--- config.mk ---
export PLATFORM = sky130hd
export DESIGN_NAME = thermo_hygro_responder
export DESIGN_NICKNAME = d
export VERILOG_FILES = /design/src/rtl/thermo_hygro_responder.sv
export SDC_FILE = /design/constraint.sdc
export NUM_CORES = 1
export LEC_CHECK = 0
export ABC_CLOCK_PERIOD_IN_PS = 3300
export BUFFER_PORTS_ARGS = -buffer_cell sky130_fd_sc_hd__buf_2
export CORE_ASPECT_RATIO = 0.5
export CORE_UTILIZATION = 48
export DETAILED_ROUTE_END_ITERATION = 10
export HOLD_SLACK_MARGIN = 0.1
export PLACE_DENSITY = 0.67
export SLEW_MARGIN = 0
export SYNTH_ARGS = -nofsm -noshare
export SYNTH_HDL_FRONTEND = slang
export SYNTH_SLANG_ARGS = --single-unit
export TNS_END_PERCENT = 5
--- constraint.sdc ---
create_clock -name clk -period 3.3 [get_ports clk]
set_clock_uncertainty 0.2 [all_clocks]
set_input_delay 0.495 -clock clk [delete_from_list [all_inputs] [get_ports clk]]
set_output_delay 0.495 -clock clk [all_outputs]
set_load 0.03 [all_outputs]
--- src/rtl/thermo_hygro_responder.sv ---
module thermo_hygro_responder #(
  parameter int BLANK_US     = 1_000_000,
  parameter int START_MIN_US = 18_000,
  parameter int TURN_US      = 30,
  parameter int PRES_LOW_US  = 80,
  parameter int PRES_HIGH_US = 80,
  parameter int BIT_LOW_US   = 50,
  parameter int ZERO_HIGH_US = 26,
  parameter int ONE_HIGH_US  = 70,
  parameter int END_LOW_US   = 50
) (
  input  logic       clk,
  input  logic       rst_n,
  input  logic       tick_1us,
  input  logic       line_in,
  input  logic [7:0] hum_int,
  input  logic [7:0] temp_int,
  output logic       drive_low
);

  localparam int NBITS = 40;
  localparam int CMAX  = (BLANK_US > START_MIN_US) ? BLANK_US : START_MIN_US;
  localparam int CW    = $clog2(CMAX + 1);
  localparam int BW    = $clog2(NBITS);

  typedef enum logic [3:0] {
    S_BLANK, S_IDLE, S_HLOW, S_TURN, S_PLO, S_PHI, S_BLO, S_BHI, S_ELO
  } st_t;

  st_t             st;
  logic [CW-1:0]   cnt;
  logic [CW-1:0]   dur;
  logic [NBITS-1:0] frame;
  logic [BW-1:0]   bidx;
  logic            sync1, line_s;
  logic            done_ph;

  always_ff @(posedge clk or negedge rst_n)
    if (!rst_n) {sync1, line_s} <= 2'b11;
    else        {sync1, line_s} <= {line_in, sync1};

  always_comb
    case (st)
      S_BLANK: dur = CW'(BLANK_US);
      S_TURN:  dur = CW'(TURN_US);
      S_PLO:   dur = CW'(PRES_LOW_US);
      S_PHI:   dur = CW'(PRES_HIGH_US);
      S_BLO:   dur = CW'(BIT_LOW_US);
      S_BHI:   dur = frame[NBITS-1] ? CW'(ONE_HIGH_US) : CW'(ZERO_HIGH_US);
      S_ELO:   dur = CW'(END_LOW_US);
      default: dur = '1;
    endcase

  assign done_ph   = tick_1us && (cnt == dur - CW'(1));
  assign drive_low = (st == S_PLO) || (st == S_BLO) || (st == S_ELO);

  always_ff @(posedge clk or negedge rst_n) begin
    if (!rst_n) begin
      st    <= S_BLANK;
      cnt   <= '0;
      frame <= '0;
      bidx  <= '0;
    end else begin
      case (st)
        S_IDLE:
          if (!line_s) begin
            st  <= S_HLOW;
            cnt <= '0;
          end
        S_HLOW:
          if (line_s) begin
            cnt <= '0;
            if (cnt >= CW'(START_MIN_US)) begin
              st    <= S_TURN;
              frame <= {hum_int, 8'h00, temp_int, 8'h00, hum_int + temp_int};
              bidx  <= '0;
            end else begin
              st <= S_IDLE;
            end
          end else if (tick_1us && cnt < CW'(START_MIN_US)) begin
            cnt <= cnt + CW'(1);
          end
        default:
          if (done_ph) begin
            cnt <= '0;
            case (st)
              S_BLANK: st <= S_IDLE;
              S_TURN:  st <= S_PLO;
              S_PLO:   st <= S_PHI;
              S_PHI:   st <= S_BLO;
              S_BLO:   st <= S_BHI;
              S_BHI: begin
                frame <= {frame[NBITS-2:0], 1'b0};
                bidx  <= bidx + BW'(1);
                st    <= (bidx == BW'(NBITS - 1)) ? S_ELO : S_BLO;
              end
              default: st <= S_IDLE;
            endcase
          end else if (tick_1us) begin
            cnt <= cnt + CW'(1);
          end
      endcase
    end
  end

endmodule


Word level (Yosys, flattened, before mapping)

Index checks and enable logic that the tools add are counted.

Output and inout bits: 1
Flip-flop bits (word level): 72
Logic and storage cells: 66
Bits of input ports: 20

Reductions and logical operators: 14
Muxes and demuxes: 25
Bitwise operators: 1
Add/sub/neg operators: 4
$lt $le $gt $ge: 2
Equal/unequal tests: 14

Operators with widths:

| operator                                                      | count |
|---|---|
| two-way mux 40 bit                                            | 4 |
| two-way mux 20 bit                                            | 5 |
| one-hot mux 20 bit (5 select lines)                           | 1 |
| one-hot mux 40 bit (2 select lines)                           | 1 |
| one-hot mux 20 bit (2 select lines)                           | 1 |
| two-way mux 6 bit                                             | 4 |
| adder 20 x 1 -> 20 bit (second input constant)                | 1 |
| equality test 20 bit                                          | 1 |
| >= comparator 20 x 15 -> 1 bit (second input constant)        | 1 |
| less-than comparator 20 x 15 -> 1 bit (second input constant) | 1 |
| one-hot mux 4 bit (5 select lines)                            | 1 |
| subtractor 20 x 1 -> 20 bit (second input constant)           | 1 |
| equality test 4 x 3 -> 1 bit (second input constant)          | 4 |
| two-way mux 4 bit                                             | 4 |
| one-hot mux 6 bit (2 select lines)                            | 1 |
| adder 8 bit                                                   | 1 |
| equality test 4 x 2 -> 1 bit (second input constant)          | 2 |
| one-hot mux 4 bit (2 select lines)                            | 1 |
| two-way mux 7 bit                                             | 1 |
| adder 6 x 1 -> 6 bit (second input constant)                  | 1 |
| equality test 6 bit (second input constant)                   | 1 |
| inequality test 2 bit (second input constant)                 | 3 |
| AND reduction 3 bit                                           | 2 |
| AND reduction 5 bit                                           | 1 |
| other kinds (12)                                              | 16 |

Longest topological paths before layout

Gate-level depths: netlist of the first run.

Depth in word-level cells: 8
Mapped depth: 15
Gate-level depth less buffers: 11

Worst setup path after synthesis of the first run

OpenSTA, ideal clock, no wires.

Path type: register -> register
Start: register st[1]
End: register frame[1]
Cell stages (with the launch flop): 16
Slack: -0.142 ns
Data required time: 2.975 ns
Period minus slack after synthesis: 3.442 ns
Library setup time: 0.125 ns
Path buffers: 5
Arrival time: 3.117 ns
Path through: dfrtp_1 -> buf_4 -> buf_2 -> clkbuf_1 -> a32oi_1 -> ha_1 -> xor2_1 -> o211ai_2 -> nor3b_2 -> nand4_1 -> nor4_2 -> and3_4 -> o22a_1 -> buf_6 -> buf_8 -> mux2_4

Word-level cells in the longest chain between the ends: 8
Elaborated cells between the ends (all ways): 22
Classes of those cells: 1 x add/sub; 11 x eq/ne; 2 x mux; 1 x bitwise; 7 x reduce/logical

Ends and longest elaborated chain:

| element                                                             | line | source |
|---|---|---|
| from (decl)                                                         | 30   | `st_t st;` |
| from (signal assigned)                                              | 95   | `st <= (bidx == BW'(NBITS - 1)) ? S_ELO : S_BLO;` |
| equality test 4 x 3 -> 1 bit or equality test 4 bit (tied branches) | 43   | `case (st)` |
| OR reduction 2 bit (no source line)                                 | --   |  |
| one-hot mux 20 bit (5 select lines)                                 | 43   |  |
| subtractor 20 x 1 -> 20 bit                                         | 54   | `assign done_ph = tick_1us && (cnt == dur - CW'(1));` |
| equality test 20 bit                                                | 54   |  |
| logical AND 1 bit                                                   | 54   |  |
| nonzero test 2 bit (no source line)                                 | --   |  |
| AND reduction 5 bit (no source line)                                | --   |  |
| to (signal assigned)                                                | 75   | `frame <= {hum_int, 8'h00, temp_int, 8'h00, hum_int + temp_int};` |
| to (signal assigned)                                                | 93   | `frame <= {frame[NBITS-2:0], 1'b0};` |
| to (decl)                                                           | 33   | `logic [NBITS-1:0] frame;` |

Several ways; a longest one is shown, not always the timed one.
A chain may end at the register's enable or synchronous reset.

Worst setup path in the final report of the first run

Start: register st[0]
End: register frame[16]

The elaborated chain is that of the path after synthesis.

==> run_results.csv, run 1 <==
group,metric,value,unit
run_status,status,"complete, but fails checks",
run_status,failed_checks,"DRC, setup timing",
timing,maxSlewHeadroom,0.3863,
grt,antenna_found_initial,0,
yosys,synth_warnings,0,
setup_path,path_cells,"or3_4, a32oi_2, ha_1, xor2_1, o211ai_2, nor3b_2, nand4_1, nor4_2, and3_4, o22a_4, buf_6, buf_12, mux2_4",
cts,cts_tree,"done",
yosys,synth_fp_nets,507,
floorplan,chipWidth,138.8,µm
cts,cts_max_level,3,
timing,drv_slew,0,
timing,period_share,1.010,
routing,ant_nets,0,
pwr,powerDensity,582.7,mW/mm²
worst_hold_path,hp-class,"primary input to asynchronous set/reset pin",
yosys,synth_seq_cells,72,
placed_design,dp_hpwl,6.386,mm
setup_path,arrival,3.35,ns
setup_path,critical_path_class,"register to register",
timing,max_freq,300.0,MHz
placed_design,gp_congestion,0.8941,
final_layout,design_area,0.005189,mm²
grt,grt_max_degree,73,
final_layout,final_common_cell,"dfrtp_1",
pwr,irDropWorstVdd,0.3641,mV
yosys,synth_area,0.004493,mm²
routing,drt-total-wl,9.749,mm
pwr,cellLeakagePower,2.362,nW
yosys,synth_cell_types,71,
routing,drtIter0Drc,270,
yosys,synthArstFlopShare,1.000,
yosys,syn_inst,475,
cts,cts.clk_slew.worst_paths,0.06,ns
setup_path,cpLargestDelayFamily,"simple AND/OR/NAND/NOR gates",
final_layout,layout.nets,536,
routing,drc,2,
setup_path,start_kind,"register",
cts,clockBufferDepth,2,
final_layout,diodes,0,
floorplan,num_rows,24,
routing,first_pass_iters,10,
timing,setup_viol,13,
yosys,synth_area_leaders,"dfrtp_1 (39%), nand2_1 (5.8%), mux2_4 (5.3%), xnor2_1 (3.7%), a22o_1 (3.5%)",
setup_path,cp_slowest_stage_delay,0.40,ns
yosys,avgSynthCellArea,9.459,µm²
pwr,power.total,0.003023,W
floorplan,start_util,0.5055,
final_layout,fill_cells,782,
timing,hold_viol_final,0,
cts,clk_latency,0.33,ns
yosys,synth_ff_type,"dfrtp_1",
timing,setup_ws,-0.03375,ns
timing,fin_tns_setup,-0.3068,ns
final_layout,layout_common_cells,"dfrtp_1 (70), nand2_1 (69), nor2_1 (37)",
timing,period_needed,3.334,ns
grt,grt_pass1_wl,16.93,mm
yosys,ys_seq_area_frac,0.4016,
yosys,synth_top_area_frac,0.3899,
job,max_cap_viol_count,0,
cts,numCtsBuffers,9,
grt,grt_use_total,0.2192,
placed_design,dp_slack,-0.03095,ns
floorplan,dieHeight,70.41,µm
setup_path,path_max_fanout,7,
setup_path,worst-r2r-setup-slack,-0.03,ns
yosys,synth_top_cell_by_area,"dfrtp_1",
final_layout,regArea,0.001804,mm²
cts,clock-sinks,72,
floorplan,coreArea,0.008889,mm²
grt,grt_pass1_vias,3456,
final_layout,multi_input_area,0.002505,mm²
setup_path,critPathBufInv,2,
final_layout,post-route-util,0.5838,
yosys,synth_edf_count,0,
timing,rsz0062_at_grt,"yes",
routing,num_vias,3529,
routing,viasPerCell,5.637,
placed_design,place_area,0.004746,mm²
setup_path,critPathRequiredTime,3.32,ns
setup_path,end_kind,"register",
setup_path,cp_slowest_cell,"or3_4",
timing,tightest_slew,0.9205,ns
floorplan,die_area,0.009775,mm²
floorplan,num_io_pins,21,
placed_design,io_buffer_count,20,
routing,avgRoutedWirePerCell,15.57,µm
final_layout,syn_to_final_growth,15.48,%
grt,grt-ovfl-total,0,
final_layout,drive_above_1_share,0.2200,
cts,cts_root_buffer,"clkbuf_16",
-- registers in the layout, summed over array words and instances (netlist names) --
name / count
line_s: 1
sync1: 1
bidx: 6
cnt: 20
st: 4
frame: 40
-- layer usage --
layer	track usage	part of all wire
met2	0.3446	0.46
met1	0.3074	0.51
met5	0	0
met3	0.04458	0.027
met4	0.06296	0.0075
-- cell usage after synthesis, types with 3 or more instances --
library cell / number
a211oi_1: 4
a21o_1: 6
a21oi_1: 24
a22o_1: 18
and3_1: 7
buf_2: 9
buf_4: 5
clkbuf_1: 11
dfrtp_1: 70
ha_1: 11
inv_1: 15
mux2_1: 3
mux2_2: 8
mux2_4: 16
nand2_1: 69
nand2b_1: 6
nand3_1: 12
nand4_1: 12
nor2_1: 37
nor2b_1: 3
nor3_1: 10
nor4_1: 3
nor4b_1: 3
o21a_1: 4
o21ai_0: 23
or3_1: 4
xnor2_1: 19
xor2_1: 10
-- worst paths after layout --
kind	from	end	cells after the start
setup / recovery	st[0]$_DFFE_PN0P_	frame[16]$_DFFE_PN0P_	13
hold / removal	rst_n	cnt[18]$_DFFE_PN0P_	1
setup reg to reg	st[0]$_DFFE_PN0P_	frame[16]$_DFFE_PN0P_	13
hold reg to reg	sync1$_DFF_PN1_	line_s$_DFF_PN1_	0
max in group asynchronous	rst_n	frame[24]$_DFFE_PN0P_	1
min in group clk	sync1$_DFF_PN1_	line_s$_DFF_PN1_	0
-- cell families (layout without fill, tap and decap cells) --
family / after synthesis / after routing / synth area share
muxes: 29 / 29 / 0.08549
adders and majority gates: 12 / 12 / 0.03509
and+or+nand+nor: 181 / 181 / 0.2002
DFF: 72 / 72 / 0.4016
xor gates and xnor gates: 29 / 29 / 0.05653
AOI/OAI and AO/OA: 107 / 107 / 0.1671
buffers and inverters: 45 / 79 / 0.05402
-- where the power goes --
group / switching [W] / total (W) / internal, W
combinational: 0.000668 / 0.00107 / 0.000404
clock: 0.000407 / 0.00100 / 0.000595
sequential: 0.0000371 / 0.000950 / 0.000913
total: 0.00111 / 0.00302 / 0.00191
-- cell type report --
class,instances,share of cell area
Timing Repair Buffer,48,0.07162
Tap cell,117,0.02821
Sequential cell,72,0.3477
Clock inverter,7,0.01543
Inverter,15,0.01085
Multi-Input combinational cell,358,0.4828
Clock buffer,9,0.04340
-- per-stage QoR --
step / hold WS (ns) / std cells
floorplan: -0.0005910 / 475
global placement: 0.1465 / 605
detailed placement: 0.1503 / 605
CTS: 0.1488 / 626
global route: 0.1612 / 626
finish: 0.07530 / 626
-- repair_timing --
action	CTS	global route
buffers inserted	2	1
pin swaps	8	9
endpoints found under the hold margin	1	0
resized for setup	14	3
hold buffers	1	0
setup endpoints to repair	40	67
cloned	2	0
Note: power is estimated with default switching activity, not from simulation.
==> inputs of run 2 (changes only) <==
--- a/config.mk
+++ b/config.mk
@@ -6,12 +6,12 @@
 export NUM_CORES = 1
 export LEC_CHECK = 0
 export ABC_CLOCK_PERIOD_IN_PS = 3300
-export BUFFER_PORTS_ARGS = -buffer_cell sky130_fd_sc_hd__buf_2
 export CORE_ASPECT_RATIO = 0.5
 export CORE_UTILIZATION = 48
 export DETAILED_ROUTE_END_ITERATION = 10
+export DONT_BUFFER_PORTS = 1
 export HOLD_SLACK_MARGIN = 0.1
-export PLACE_DENSITY = 0.67
+export PLACE_DENSITY = 0.65
 export SLEW_MARGIN = 0
 export SYNTH_ARGS = -nofsm -noshare
 export SYNTH_HDL_FRONTEND = slang
==> run_results.csv, run 2 (synthesis gave the netlist of run 1 again) <==
group,metric,value,unit
run_status,status,"complete, but fails checks",
run_status,failed_checks,"DRC",
final_layout,largest-register,"frame",
floorplan,dieHeight,70.41,µm
routing,ant_nets,0,
routing,drt-total-wl,9.752,mm
grt,antenna_found_initial,0,
floorplan,start_util,0.5055,
final_layout,layout_common_cells,"dfrtp_1 (70), nand2_1 (69), nor2_1 (37)",
setup_path,critPathRequiredTime,3.32,ns
timing,tightest_slew,0.6792,ns
timing,drv_slew,0,
routing,drtIter0Drc,295,
placed_design,io_buffer_count,0,
worst_hold_path,hp-class,"register to register",
floorplan,die_area,0.009775,mm²
floorplan,chipWidth,138.8,µm
setup_path,critical_path_class,"register to register",
cts,cts_max_level,3,
cts,cts_root_buffer,"clkbuf_16",
final_layout,final_common_cell,"dfrtp_1",
routing,drc,2,
setup_path,end_kind,"register",
timing,hold_viol_final,0,
timing,rsz0062_at_grt,"yes",
cts,cts.clk_slew.worst_paths,0.06,ns
pwr,p_seq_frac,0.319,
timing,period_needed,3.238,ns
floorplan,num_rows,24,
cts,cts_tree,"done",
final_layout,fill_cells,810,
pwr,swShare,0.3600,
timing,period_share,0.9811,
job,max_cap_viol_count,0,
timing,setup_ws,0.06231,ns
cts,clk_latency,0.34,ns
setup_path,arrival,3.26,ns
pwr,p_int,0.001903,W
timing,setup_viol,0,
timing,max_freq,308.9,MHz
setup_path,cp_slowest_cell,"or3_4",
cts,clock-sinks,72,
floorplan,coreArea,0.008889,mm²
grt,grt_use_total,0.2153,
grt,grt_max_degree,73,
setup_path,cp_slowest_stage_delay,0.39,ns
placed_design,dp_hpwl,6.555,mm
pwr,powerDensity,582.6,mW/mm²
final_layout,top_regs,"frame (40), cnt (20), bidx (6)",
final_layout,layout.nets,519,
routing,avgRoutedWirePerCell,16.01,µm
grt,grt_pass1_wl,16.52,mm
timing,maxSlewHeadroom,0.5472,
final_layout,diodes,0,
routing,first_pass_iters,7,
setup_path,path_cells,"or3_4, a32oi_1, ha_1, xor2_1, o211ai_2, nor3b_2, nand4_1, nor4_2, and3_4, o22a_4, buf_16, mux2_4",
pwr,irDropWorstVdd,0.3314,mV
cts,clockBufferDepth,2,
final_layout,drive_above_1_share,0.1850,
grt,grt_pass1_vias,3336,
floorplan,num_io_pins,21,
routing,viasPerCell,5.639,
cts,numCtsBuffers,9,
setup_path,path_max_fanout,12,
pwr,pwr-share-clk,0.329,
grt,grt-ovfl-total,0,
pwr,power.total,0.002974,W
setup_path,start_kind,"register",
routing,num_vias,3434,
final_layout,largest_reg_flops,40,
pwr,combPwrFrac,0.352,
placed_design,gp_congestion,0.8727,
final_layout,syn_to_final_growth,13.62,%
pwr,cellLeakagePower,2.299,nW
pwr,p_switching,0.001071,W
cts,postCtsSetupRepairBufs,0,
placed_design,dp_slack,-0.02353,ns
run 2: metrics by stage:
step,hold slack [ns],utilization,instance area (µm²),cells,TNS [ns]
floorplan,-0.0005910,-,4511,475,0
global placement,0.003817,0.5249,4666,588,-0.03096
detailed placement,0.003928,0.5249,4666,588,-0.08917
CTS,0.1580,0.5690,5057,608,-0.006937
global route,0.1647,0.5743,5105,609,-3.036
finish,0.1573,0.5743,5105,609,0
run 2: final timing paths:
kind	startpoint	end	slack (ns)	cells after the start
max in group asynchronous	rst_n	sync1$_DFF_PN1_	2.06	2
hold / removal	sync1$_DFF_PN1_	line_s$_DFF_PN1_	0.16	0
setup reg to reg	st[2]$_DFFE_PN0P_	frame[38]$_DFFE_PN0P_	0.06	12
setup / recovery	st[2]$_DFFE_PN0P_	frame[38]$_DFFE_PN0P_	0.06	12
min in group asynchronous	rst_n	cnt[18]$_DFFE_PN0P_	0.49	2
hold reg to reg	sync1$_DFF_PN1_	line_s$_DFF_PN1_	0.16	0
run 2: metal layers:
| layer | GRT usage | up-vias | share of wire |
|---|---|---|---|
| met5 | 0 | - | 0 |
| met4 | 0.05802 | 0 | 0.0093 |
| met3 | 0.06104 | 10 | 0.048 |
| met2 | 0.3361 | 63 | 0.46 |
| met1 | 0.2936 | 1653 | 0.49 |
| li1 | - | 1708 | - |
run 2: timing repair:
item / CTS / global route
cloned: 1 / 1
gates resized for setup: 5 / 6
hold buffers: 3 / 0
endpoints found under the setup margin: 8 / 63
pin swaps: 3 / 5
endpoints found under the hold margin: 73 / 0
run 2: area by class of cell:
cell class              instances  area, µm²  share of cell area
inverters                      15      56.30             0.01103
clock buffers                  10      229.0             0.04485
multi-input cells             358       2486              0.4870
flip-flops and latches         72       1804              0.3534
clock inverters                 6      67.56             0.01324
repair buffers                 31      315.3             0.06176
well taps                     117      146.4             0.02868
run 2: power by group through the flow:
stage / clock [W] / combinational (W) / sequential, W
floorplan: 0 / 0.000801 / 0.000954
global placement: 0 / 0.000986 / 0.000965
detailed placement: 0 / 0.000993 / 0.000964
CTS: 0.000998 / 0.00104 / 0.000949
global route: 0.00103 / 0.00116 / 0.000955
finish: 0.000977 / 0.00105 / 0.000949
run 2: worst max-delay path, delay by kind of cell (launching register included):
family	cells	cell delay [ns]
fa+ha+maj	1	0.26
mux	1	0.31
xor+xnor	1	0.15
compound gates	3	0.46
flops	1	0.37
simple gates	5	1.20
buf+inv	1	0.17
